### src/rtl/smb_cfg_slave.sv
module smb_cfg_slave #(
  parameter int NREG = 8,
  parameter logic [6:0] ADDR7 = 7'h69,
  parameter logic [NREG*8-1:0] DEFAULTS = 64'hF7E6_D5C4_B3A2_9180
) (
  input  logic            clk,
  input  logic            rst_n,
  input  logic            scl_i,
  input  logic            sda_i,
  output logic            sda_oe,
  output logic [NREG*8-1:0] regs_o
);
  localparam int PW = (NREG > 1) ? $clog2(NREG) : 1;

  typedef enum logic [2:0] {S_IDLE, S_ADDR, S_CMD, S_CNT, S_WDATA, S_RDATA, S_IGN} st_t;

  logic [2:0] scl_q, sda_q;
  st_t        st;
  logic [3:0] bitcnt;
  logic       ackph, blk, cmd_ok, cnt_pend;
  logic [7:0] sh, tx, ptr, left;
  logic [7:0] regs [NREG];

  wire scl = scl_q[1];
  wire sda = sda_q[1];
  wire scl_rise  = scl & ~scl_q[2];
  wire scl_fall  = ~scl & scl_q[2];
  wire start_det = scl & scl_q[2] & sda_q[2] & ~sda;
  wire stop_det  = scl & scl_q[2] & ~sda_q[2] & sda;
  wire in_range  = ptr < 8'(NREG);
  wire [7:0] rd_byte = in_range ? regs[ptr[PW-1:0]] : 8'hFF;
  wire [7:0] nxt_tx  = cnt_pend ? 8'(NREG) : rd_byte;
  wire [7:0] ptr_inc = (ptr == 8'hFF) ? ptr : ptr + 8'd1;

  for (genvar i = 0; i < NREG; i++) begin : g_out
    assign regs_o[i*8 +: 8] = regs[i];
  end

  always_ff @(posedge clk or negedge rst_n) begin
    if (!rst_n) begin
      scl_q <= '1;
      sda_q <= '1;
    end else begin
      scl_q <= {scl_q[1:0], scl_i};
      sda_q <= {sda_q[1:0], sda_i};
    end
  end

  always_ff @(posedge clk or negedge rst_n) begin
    if (!rst_n) begin
      st <= S_IDLE;
      bitcnt <= '0;
      ackph <= 1'b0;
      blk <= 1'b0;
      cmd_ok <= 1'b0;
      cnt_pend <= 1'b0;
      sh <= '0;
      tx <= '0;
      ptr <= '0;
      left <= '0;
      sda_oe <= 1'b0;
      for (int i = 0; i < NREG; i++) regs[i] <= DEFAULTS[i*8 +: 8];
    end else if (start_det) begin
      st <= S_ADDR;
      bitcnt <= '0;
      ackph <= 1'b0;
      sda_oe <= 1'b0;
    end else if (stop_det) begin
      st <= S_IDLE;
      ackph <= 1'b0;
      cmd_ok <= 1'b0;
      sda_oe <= 1'b0;
    end else if (st != S_IDLE && st != S_IGN) begin
      if (scl_rise) begin
        if (!ackph) begin
          sh <= {sh[6:0], sda};
          bitcnt <= bitcnt + 4'd1;
        end else if (st == S_RDATA && sda) begin
          st <= S_IGN;
        end
      end else if (scl_fall) begin
        if (!ackph && bitcnt == 4'd8) begin
          ackph <= 1'b1;
          sda_oe <= 1'b0;
          case (st)
            S_ADDR: begin
              if (sh[7:1] == ADDR7 && (!sh[0] || cmd_ok)) begin
                sda_oe <= 1'b1;
                st <= sh[0] ? S_RDATA : S_CMD;
                cnt_pend <= sh[0] & blk;
              end else begin
                st <= S_IGN;
              end
            end
            S_CMD: begin
              if (sh[6:5] == 2'b00) begin
                sda_oe <= 1'b1;
                blk <= ~sh[7];
                ptr <= sh[7] ? {3'b000, sh[4:0]} : 8'd0;
                left <= 8'd1;
                cmd_ok <= 1'b1;
                st <= sh[7] ? S_WDATA : S_CNT;
              end else begin
                cmd_ok <= 1'b0;
                st <= S_IGN;
              end
            end
            S_CNT: begin
              sda_oe <= 1'b1;
              left <= sh;
              st <= S_WDATA;
            end
            S_WDATA: begin
              sda_oe <= 1'b1;
              if (left != 8'd0 && in_range) regs[ptr[PW-1:0]] <= sh;
              if (left != 8'd0) left <= left - 8'd1;
              ptr <= ptr_inc;
            end
            default: ;
          endcase
        end else if (ackph) begin
          ackph <= 1'b0;
          bitcnt <= '0;
          if (st == S_RDATA) begin
            tx <= nxt_tx;
            sda_oe <= ~nxt_tx[7];
            if (cnt_pend) cnt_pend <= 1'b0;
            else ptr <= ptr_inc;
          end else begin
            sda_oe <= 1'b0;
          end
        end else if (st == S_RDATA) begin
          sda_oe <= ~tx[3'd7 - bitcnt[2:0]];
        end
      end
    end
  end
endmodule

### config.mk
export PLATFORM = sky130hd
export DESIGN_NAME = smb_cfg_slave
export DESIGN_NICKNAME = d
export VERILOG_FILES = /design/src/rtl/smb_cfg_slave.sv
export SDC_FILE = /design/constraint.sdc
export NUM_CORES = 1
export LEC_CHECK = 0
export BUFFER_PORTS_ARGS = -buffer_cell sky130_fd_sc_hd__buf_4
export CORE_ASPECT_RATIO = 0.9
export CORE_MARGIN = 2
export CORE_UTILIZATION = 59
export DETAILED_ROUTE_END_ITERATION = 8
export GPL_TIMING_DRIVEN = 0
export PLACE_DENSITY = 0.8
export RECOVER_POWER = 25
export SYNTH_ARGS = -nofsm -noshare
export SYNTH_HDL_FRONTEND = slang
export SYNTH_SLANG_ARGS = --single-unit
export TNS_END_PERCENT = 20
### constraint.sdc
create_clock -name clk -period 3.86 [get_ports clk]
set_clock_uncertainty 0.15 [all_clocks]
set_input_delay 0 -clock clk [delete_from_list [all_inputs] [get_ports clk]]
set_output_delay 0 -clock clk [all_outputs]
set_load 0.1 [all_outputs]
==> results.yml, run 1 <==
setup_path:
  crit_end: "regs_o[33]"
  critical_path_class: "register to register"
  worst-r2r-setup-slack_ns: 0.39
  worstRegToRegCells: 5
  timing.critical_path.cells: "xor2_1 > a221o_1 > nor4_1 > nand4_1 > mux2_2"
  worst-path-stages: 5
  crit_path_start_kind: "register"
  critPathCaptureType: "register"
  maximum_fanout_along_the_worst_path: 8
  crit_path_start: "sda_q[1]"
  worst_path_largest_cell_delay_ns: 0.71
  rr_startpoint: "sda_q[1]"
  reg_to_reg_critical_path_endpoint: "regs_o[33]"
  worst_endpoint_required_time_ns: 4.01
  path_buf_inv: 0
  critPathTopFamily: "simple AND/OR/NAND/NOR gates"
  slowest_cp_cell: "sky130_fd_sc_hd__nand4_1"
  worst_ep_arrival_time_ns: 3.62
grt:
  grt_overflow_total: 0
  maximum_number_of_pins_on_one_net_before_global_route_repair: 115
  wire_length_of_the_first_global_routing_pass_mm: 26.9
  grt_antenna_before_repair: 0
  globalRouteTotalUtil_pct: 32.6
  grt_pass1_vias: 5078
sta:
  period_minus_slack_ns: 3.47
  fin_crit_sh_pct: 89.9
  setup-tns-final_ns: 0
  worst-slew-pin-transition_ns: 2.71
  final_critical_path_setup_slack_ns: 0.390
  grt_setup_unrepaired: "false"
  max_freq_mhz: 288
  setup_violations: 0
  finalHoldViolCount: 0
  holdWs_ns: 0.105
  slew_violations: 56
  maxSlewHeadroom_pct: -80.4
status:
  outcome: "complete, but fails checks"
  violations: "capacitance limit, slew limit"
synthesis:
  asyncSetResetFlopFracSynth_pct: 100
  synth.avg_cell_area_um2: 11.2
  seq_area_frac_synth_pct: 48.4
  synth_nets: 550
  netlist_area_um2: 5990
  top_area_cell_type_share_of_the_netlist_area_pct: 31.7
  register_bit_total_from_synthesis: 114
  syn-instance-count: 537
  synth.distinct_cells: 62
  synth_top_cell_by_area: "sky130_fd_sc_hd__dfrtp_1"
  synth-warning-count: 0
  post_synth_main_area_contributors: "sky130_fd_sc_hd__dfrtp_1 (32%), sky130_fd_sc_hd__dfstp_2 (17%), sky130_fd_sc_hd__mux2_2 (14%)"
  synth_ff_type: "sky130_fd_sc_hd__dfrtp_1"
  synth_edf_count: 0
die:
  core_um2: 9780
  die-height_um: 99.6
  dieArea_um2: 11000
  die_x_um: 110
  fp-row-count: 34
  start_util_pct: 61.2
  top_level_ports: 69
route:
  detailedRoute.firstPassIterationCount: 5
  viasPerCell: 6.69
  post-route-drc-count: 0
  detail_route.wirelength_mm: 17.3
  dr_total_vias: 5132
  route.antenna.remaining_nets: 0
  avgRoutedWirePerCell_um: 22.5
  drtIter0Drc: 481
flow_run:
  drv.max_cap_violation_count: 1
cts:
  tritoncts_num_sinks: 114
  ctsHtreeMaxLevel: 4
  post_cts_resized: 0
  post_cts_hold_buffer_count: 3
  cts.path.max_buffers: 2
  clk_pin_slew_worst_paths_ns: 0.06
  cts_tree: "built"
  cts-buffers-inserted: 17
  postcts_setup_bufs: 0
  clock_latency_ns: 0.42
  clock_tree.root_cell: "sky130_fd_sc_hd__clkbuf_16"
power:
  netSwitchingFraction_pct: 32.0
  netSwitchingPower_uw: 1150
  intPower_uw: 2440
  p_per_area_nw_per_um2: 489
  comb_power_share_pct: 17.0
  seq_power_share_pct: 37.5
  power.clock.fraction_pct: 45.5
  power.static_leakage_uw: 0.00336
  total_chip_power_uw: 3580
  vdd.ir_drop.worst_mv: 0.496
layout:
  finish.utilization_pct: 74.9
  fill_cell_count: 625
  multi_input_comb_area_um2: 2890
  design.final.nets: 641
  regArea_um2: 2900
  drive_above_1_share_pct: 37.0
  antennaDiodeCount: 0
  area_growth_syn_to_layout_pct: 22.3
placement:
  portBuffers: 68
  hpwlAfterDp_mm: 11.4
  gpl.final_weighted_congestion: 0.899
  pre_cts_slack_ns: 0.670
hold_path:
  worst_min_delay_path_class: "input pin to register"
-- layout by cell type (no fill, tap or decap), types with 6 or more instances in the layout --
| cell type | Yosys | routed |
|---|---|---|
| sky130_fd_sc_hd__a21oi_1 | 28 | 28 |
| sky130_fd_sc_hd__buf_4 | 0 | 65 |
| sky130_fd_sc_hd__nand2_1 | 38 | 38 |
| sky130_fd_sc_hd__mux2i_1 | 13 | 13 |
| sky130_fd_sc_hd__and3_1 | 6 | 6 |
| sky130_fd_sc_hd__dfstp_2 | 38 | 36 |
| sky130_fd_sc_hd__o21ai_0 | 31 | 31 |
| sky130_fd_sc_hd__clkbuf_16 | 0 | 17 |
| sky130_fd_sc_hd__nor2_1 | 31 | 31 |
| sky130_fd_sc_hd__nor3_1 | 8 | 8 |
| sky130_fd_sc_hd__dfrtp_1 | 76 | 76 |
| sky130_fd_sc_hd__nand4_1 | 6 | 6 |
| sky130_fd_sc_hd__ha_1 | 9 | 9 |
| sky130_fd_sc_hd__nand3_1 | 17 | 17 |
| sky130_fd_sc_hd__clkbuf_1 | 27 | 27 |
| sky130_fd_sc_hd__mux2_2 | 72 | 72 |
| sky130_fd_sc_hd__nand2b_1 | 7 | 7 |
| sky130_fd_sc_hd__mux2_4 | 8 | 8 |
| sky130_fd_sc_hd__inv_6 | 0 | 6 |
| sky130_fd_sc_hd__inv_1 | 18 | 18 |
| sky130_fd_sc_hd__mux4_2 | 8 | 8 |
| sky130_fd_sc_hd__a22o_1 | 8 | 8 |
-- layout make-up --
type                    count  area share, %
multi-input cells         371           39.5
plain buffers              34           1.81
clock inverters            14           2.29
flip-flops and latches    114           39.6
clock buffers              18           5.99
well taps                 126           2.15
repair buffers             72           7.79
inverters                  18          0.922
-- cells in the mapped netlist (9+ instances only) --
| cell type | count |
|---|---|
| sky130_fd_sc_hd__dfrtp_1 | 76 |
| sky130_fd_sc_hd__mux2_2 | 72 |
| sky130_fd_sc_hd__dfstp_2 | 38 |
| sky130_fd_sc_hd__nand2_1 | 38 |
| sky130_fd_sc_hd__nor2_1 | 31 |
| sky130_fd_sc_hd__o21ai_0 | 31 |
| sky130_fd_sc_hd__a21oi_1 | 28 |
| sky130_fd_sc_hd__clkbuf_1 | 27 |
| sky130_fd_sc_hd__inv_1 | 18 |
| sky130_fd_sc_hd__nand3_1 | 17 |
| sky130_fd_sc_hd__mux2i_1 | 13 |
| sky130_fd_sc_hd__ha_1 | 9 |
-- through the flow --
step	instances	instance area, um2
finish	767	7330
global route	767	7330
CTS	766	7300
detailed placement	731	6660
global placement	731	6660
floorplan	537	5990
-- worst min path at each step --
stage	cells past startpoint	endpoint	from
2_1_floorplan	0	ackph	rst_n
3_3_place_gp	1	sda_q[0]	sda_i
3_5_place_dp	1	sda_q[0]	sda_i
4_1_cts	2	scl_q[0]	scl_i
5_1_grt	2	sda_q[0]	sda_i
6_report	2	scl_q[0]	scl_i
-- flip-flops by register name (all words and copies together), names as in the netlist --
signal    cells
ackph         1
bitcnt        4
left          8
regs_o       64
sda_oe        1
scl_q         3
ptr           8
sh            8
cmd_ok        1
cnt_pend      1
blk           1
st            3
sda_q         3
tx            8
-- kinds of logic after synthesis --
group / Yosys count / share of synthesized area (%)
compound gates: 109 / 11.9
xor+xnor: 3 / 0.439
fa+ha+maj: 9 / 1.88
buf+inv: 52 / 3.34
flops: 114 / 48.4
mux: 101 / 20.7
simple gates: 149 / 13.3
-- metal layers --
| layer | global-route usage (%) | vias to the layer above | share of wire [%] |
|---|---|---|---|
| li1 | - | 2174 | - |
| met1 | 44.7 | 2595 | 42 |
| met2 | 50.5 | 316 | 48 |
| met3 | 8.85 | 47 | 8.2 |
| met4 | 11.3 | 0 | 2.1 |
| met5 | 0 | - | 0 |
-- power by group through the flow --
stage	Combinational, uW	Clock [uW]	Sequential [uW]
detailed placement	578	0	1360
finish	608	1630	1340
floorplan	392	0	1340
global placement	562	0	1360
CTS	588	1620	1340
global route	665	1680	1350
(Power assumes the default switching activity.)
==> inputs of run 2 (changes only) <==
--- a/config.mk
+++ b/config.mk
@@ -5,6 +5,8 @@
 export SDC_FILE = /design/constraint.sdc
 export NUM_CORES = 1
 export LEC_CHECK = 0
+export ABC_AREA = 1
+export ABC_CLOCK_PERIOD_IN_PS = 3860
 export BUFFER_PORTS_ARGS = -buffer_cell sky130_fd_sc_hd__buf_4
 export CORE_ASPECT_RATIO = 0.9
 export CORE_MARGIN = 2
@@ -16,4 +18,4 @@
 export SYNTH_ARGS = -nofsm -noshare
 export SYNTH_HDL_FRONTEND = slang
 export SYNTH_SLANG_ARGS = --single-unit
-export TNS_END_PERCENT = 20
+export TNS_END_PERCENT = 30
==> run 2 against run 1 <==
  * The flow now finishes without violations
  * Non-clock buffer count down 7
  * Synthesized cell count increased by 35%
  * Setup slack improved by 0.95 ns
  * Largest power group unchanged
  * Final area is 1.8% lower
  * Clock power shrank 8%
  * Hold slack worse by 0.016 ns
  * Via count up 11%
  * Register-to-register slack improved by 0.95 ns
==> results.yml, run 2 <==
synthesis:
  top_area_cell_type_share_of_the_netlist_area_pct: 31.3
  synth_ff_type: "sky130_fd_sc_hd__dfrtp_1"
  synth.distinct_cells: 37
  synth_nets: 738
  syn-instance-count: 725
  synth_edf_count: 0
  yosys.cell_count.top_type: "sky130_fd_sc_hd__nand2_1"
  netlist_area_um2: 6070
  synth_top_cell_by_area: "sky130_fd_sc_hd__dfrtp_1"
  synth-warning-count: 0
  synth.cells.most_frequent: "sky130_fd_sc_hd__nand2_1 (157), sky130_fd_sc_hd__o21ai_0 (81), sky130_fd_sc_hd__dfrtp_1 (76)"
  synth.avg_cell_area_um2: 8.37
  asyncSetResetFlopFracSynth_pct: 100
  seq_area_frac_synth_pct: 47.8
  post_synth_main_area_contributors: "sky130_fd_sc_hd__dfrtp_1 (31%), sky130_fd_sc_hd__dfstp_2 (16%), sky130_fd_sc_hd__nand2_1 (9.7%)"
  register_bit_total_from_synthesis: 114
layout:
  antennaDiodeCount: 0
  fill_cell_count: 801
  layout.cells.most_common: "sky130_fd_sc_hd__nand2_1"
  design.final.nets: 830
  area_growth_syn_to_layout_pct: 18.5
  largest_register_ffs: 64
  drive_above_1_share_pct: 19.6
  layoutNonFillerInstCount: 959
  top_library_cells_by_usage_in_the_layout_fill_and_taps_aside: "sky130_fd_sc_hd__nand2_1 (157), sky130_fd_sc_hd__o21ai_0 (81), sky130_fd_sc_hd__dfrtp_1 (76), sky130_fd_sc_hd__inv_1 (69), sky130_fd_sc_hd__clkbuf_1 (61)"
setup_path:
  slowest_cp_cell: "sky130_fd_sc_hd__dfrtp_1"
  crit_path_start_kind: "register"
  critPathTopFamily: "simple AND/OR/NAND/NOR gates"
  worst_path_largest_cell_delay_ns: 0.38
  critical_path_class: "register to register"
  worst_endpoint_required_time_ns: 3.97
  timing.critical_path.cells: "clkbuf_1 > inv_1 > ha_1 > nand2_2 > nor2_4 > nand2_4 > nor3_4 > nand2_4 > nor2_8 > nand2_4 > buf_6 > nand2_1 > o21ai_1"
  critPathCaptureType: "register"
  most_common_cell_type_on_the_critical_path: "sky130_fd_sc_hd__nand2_4"
  worst_ep_arrival_time_ns: 2.64
  worst-r2r-setup-slack_ns: 1.34
  path_buf_inv: 3
  maximum_fanout_along_the_worst_path: 10
power:
  comb_power_share_pct: 19.9
  power.clock.fraction_pct: 42.5
  intPower_uw: 2330
  vdd.ir_drop.worst_mv: 0.427
  netSwitchingPower_uw: 1210
  seq_power_share_pct: 37.6
  power.static_leakage_uw: 0.00334
  p_per_area_nw_per_um2: 492
  netSwitchingFraction_pct: 34.2
sta:
  period_minus_slack_ns: 2.52
  setup-tns-final_ns: 0
  fin_crit_sh_pct: 65.4
  grt_setup_unrepaired: "false"
  worst-slew-pin-transition_ns: 1.19
  max_freq_mhz: 396
  setup_violations: 0
  slew_violations: 0
  maxSlewHeadroom_pct: 20.9
  final_critical_path_setup_slack_ns: 1.34
  finalHoldViolCount: 0
hold_path:
  worst_min_delay_path_class: "input pin to register"
route:
  viasPerCell: 5.92
  detailedRoute.firstPassIterationCount: 6
  avgRoutedWirePerCell_um: 18.4
  drtIter0Drc: 590
  dr_total_vias: 5678
  route.antenna.remaining_nets: 0
  detail_route.wirelength_mm: 17.6
  post-route-drc-count: 0
die:
  die_x_um: 111
  start_util_pct: 60.0
  dieArea_um2: 11100
  fp-row-count: 35
  die-height_um: 100
  core_um2: 10100
  top_level_ports: 69
cts:
  clock_latency_ns: 0.42
  cts.path.max_buffers: 2
  tritoncts_num_sinks: 114
  cts-buffers-inserted: 17
  clk_pin_slew_worst_paths_ns: 0.06
  cts_tree: "built"
  ctsHtreeMaxLevel: 4
  clock_tree.root_cell: "sky130_fd_sc_hd__clkbuf_16"
  postcts_setup_bufs: 0
placement:
  pre_cts_slack_ns: 1.35
  hpwlAfterDp_mm: 11.9
  place.detailed.instances: 922
  gpl.final_weighted_congestion: 0.960
  portBuffers: 68
grt:
  globalRouteTotalUtil_pct: 32.3
  grt_pass1_vias: 5409
  grt_overflow_total: 0
  maximum_number_of_pins_on_one_net_before_global_route_repair: 115
  wire_length_of_the_first_global_routing_pass_mm: 27.9
  grt_antenna_before_repair: 0
flow_run:
  drv.max_cap_violation_count: 0
status:
  outcome: "completed"
-- run 2: cell count changes in the layout (fill, tap and decap cells not counted), moves of 11 or more --
cell / before / now
sky130_fd_sc_hd__nand2_4: 0 / 11
sky130_fd_sc_hd__nand2_1: 38 / 157
sky130_fd_sc_hd__clkbuf_1: 27 / 61
sky130_fd_sc_hd__a21oi_1: 28 / 15
sky130_fd_sc_hd__o21ai_2: 0 / 24
sky130_fd_sc_hd__mux2i_1: 13 / 0
sky130_fd_sc_hd__o21ai_0: 31 / 81
sky130_fd_sc_hd__nor2_1: 31 / 57
sky130_fd_sc_hd__o21ai_1: 0 / 45
sky130_fd_sc_hd__buf_4: 65 / 16
sky130_fd_sc_hd__inv_1: 18 / 69
sky130_fd_sc_hd__o21a_1: 0 / 11
sky130_fd_sc_hd__nand3_1: 17 / 41
sky130_fd_sc_hd__mux2_2: 72 / 0
-- run 2: worst paths after layout --
| kind | depth (start not counted) | to | start |
|---|---|---|---|
| setup reg to reg | 13 | regs_o[6] | bitcnt[0] |
| min in group asynchronous | 3 | regs_o[37] | rst_n |
| max in group asynchronous | 4 | regs_o[24] | rst_n |
| hold / removal | 2 | sda_q[0] | sda_i |
| setup / recovery | 13 | regs_o[6] | bitcnt[0] |
| hold reg to reg | 0 | sda_q[1] | sda_q[0] |
-- run 2: area by class of cell --
class | instances | area, um2 | area share [%]
buffer | 26 | 166 | 2.31
inverter | 78 | 293 | 4.07
sequential | 114 | 2900 | 40.3
tap | 129 | 161 | 2.24
clock inverter | 14 | 134 | 1.86
multi-input combinational | 507 | 2710 | 37.7
clock buffer | 18 | 439 | 6.10
timing repair buffer | 73 | 390 | 5.43
-- run 2: stage by stage --
stage | hold WS (ns) | total power (uW) | area (um2) | utilization (%)
3_5_place_dp | -0.0403 | 2020 | 6740 | 66.7
4_1_cts | 0.0672 | 3530 | 7350 | 72.6
5_1_grt | 0.0935 | 3670 | 7200 | 71.1
6_report | 0.0892 | 3540 | 7200 | 71.1
2_1_floorplan | -0.446 | 1790 | 6070 | -
3_3_place_gp | -0.0414 | 2010 | 6740 | 66.7
-- run 2: repair_timing --
item                      CTS  global route
hold buffers                3             1
resized for setup           0             0
hold endpoints to repair   78            10
-- run 2: power groups by stage --
stage / Clock [uW] / Sequential [uW] / Combinational, uW
floorplan: 0 / 1360 / 428
global placement: 0 / 1340 / 664
detailed placement: 0 / 1350 / 675
CTS: 1510 / 1330 / 688
global route: 1570 / 1340 / 766
finish: 1500 / 1330 / 704
-- run 2: cell families (layout without fill, tap and decap cells) --
group | count (synthesis) | after routing | synth area share, %
AND/OR/NAND/NOR | 294 | 294 | 22.7
AO/OA/AOI/OAI | 197 | 197 | 19.1
flip-flops | 114 | 114 | 47.8
buffers and inverters | 104 | 209 | 7.56
adder cells (fa/ha/maj) | 9 | 9 | 1.85
XOR/XNOR | 7 | 7 | 1.01
-- run 2: per-layer routing --
layer  vias to the layer above  track usage (%)  wire length [um]
li1                       2600                -                 -
met1                      2752             44.7              7610
met2                       283             50.0              8180
met3                        43             7.49              1460
met4                         0             12.5               380
met5                         -                0                 0
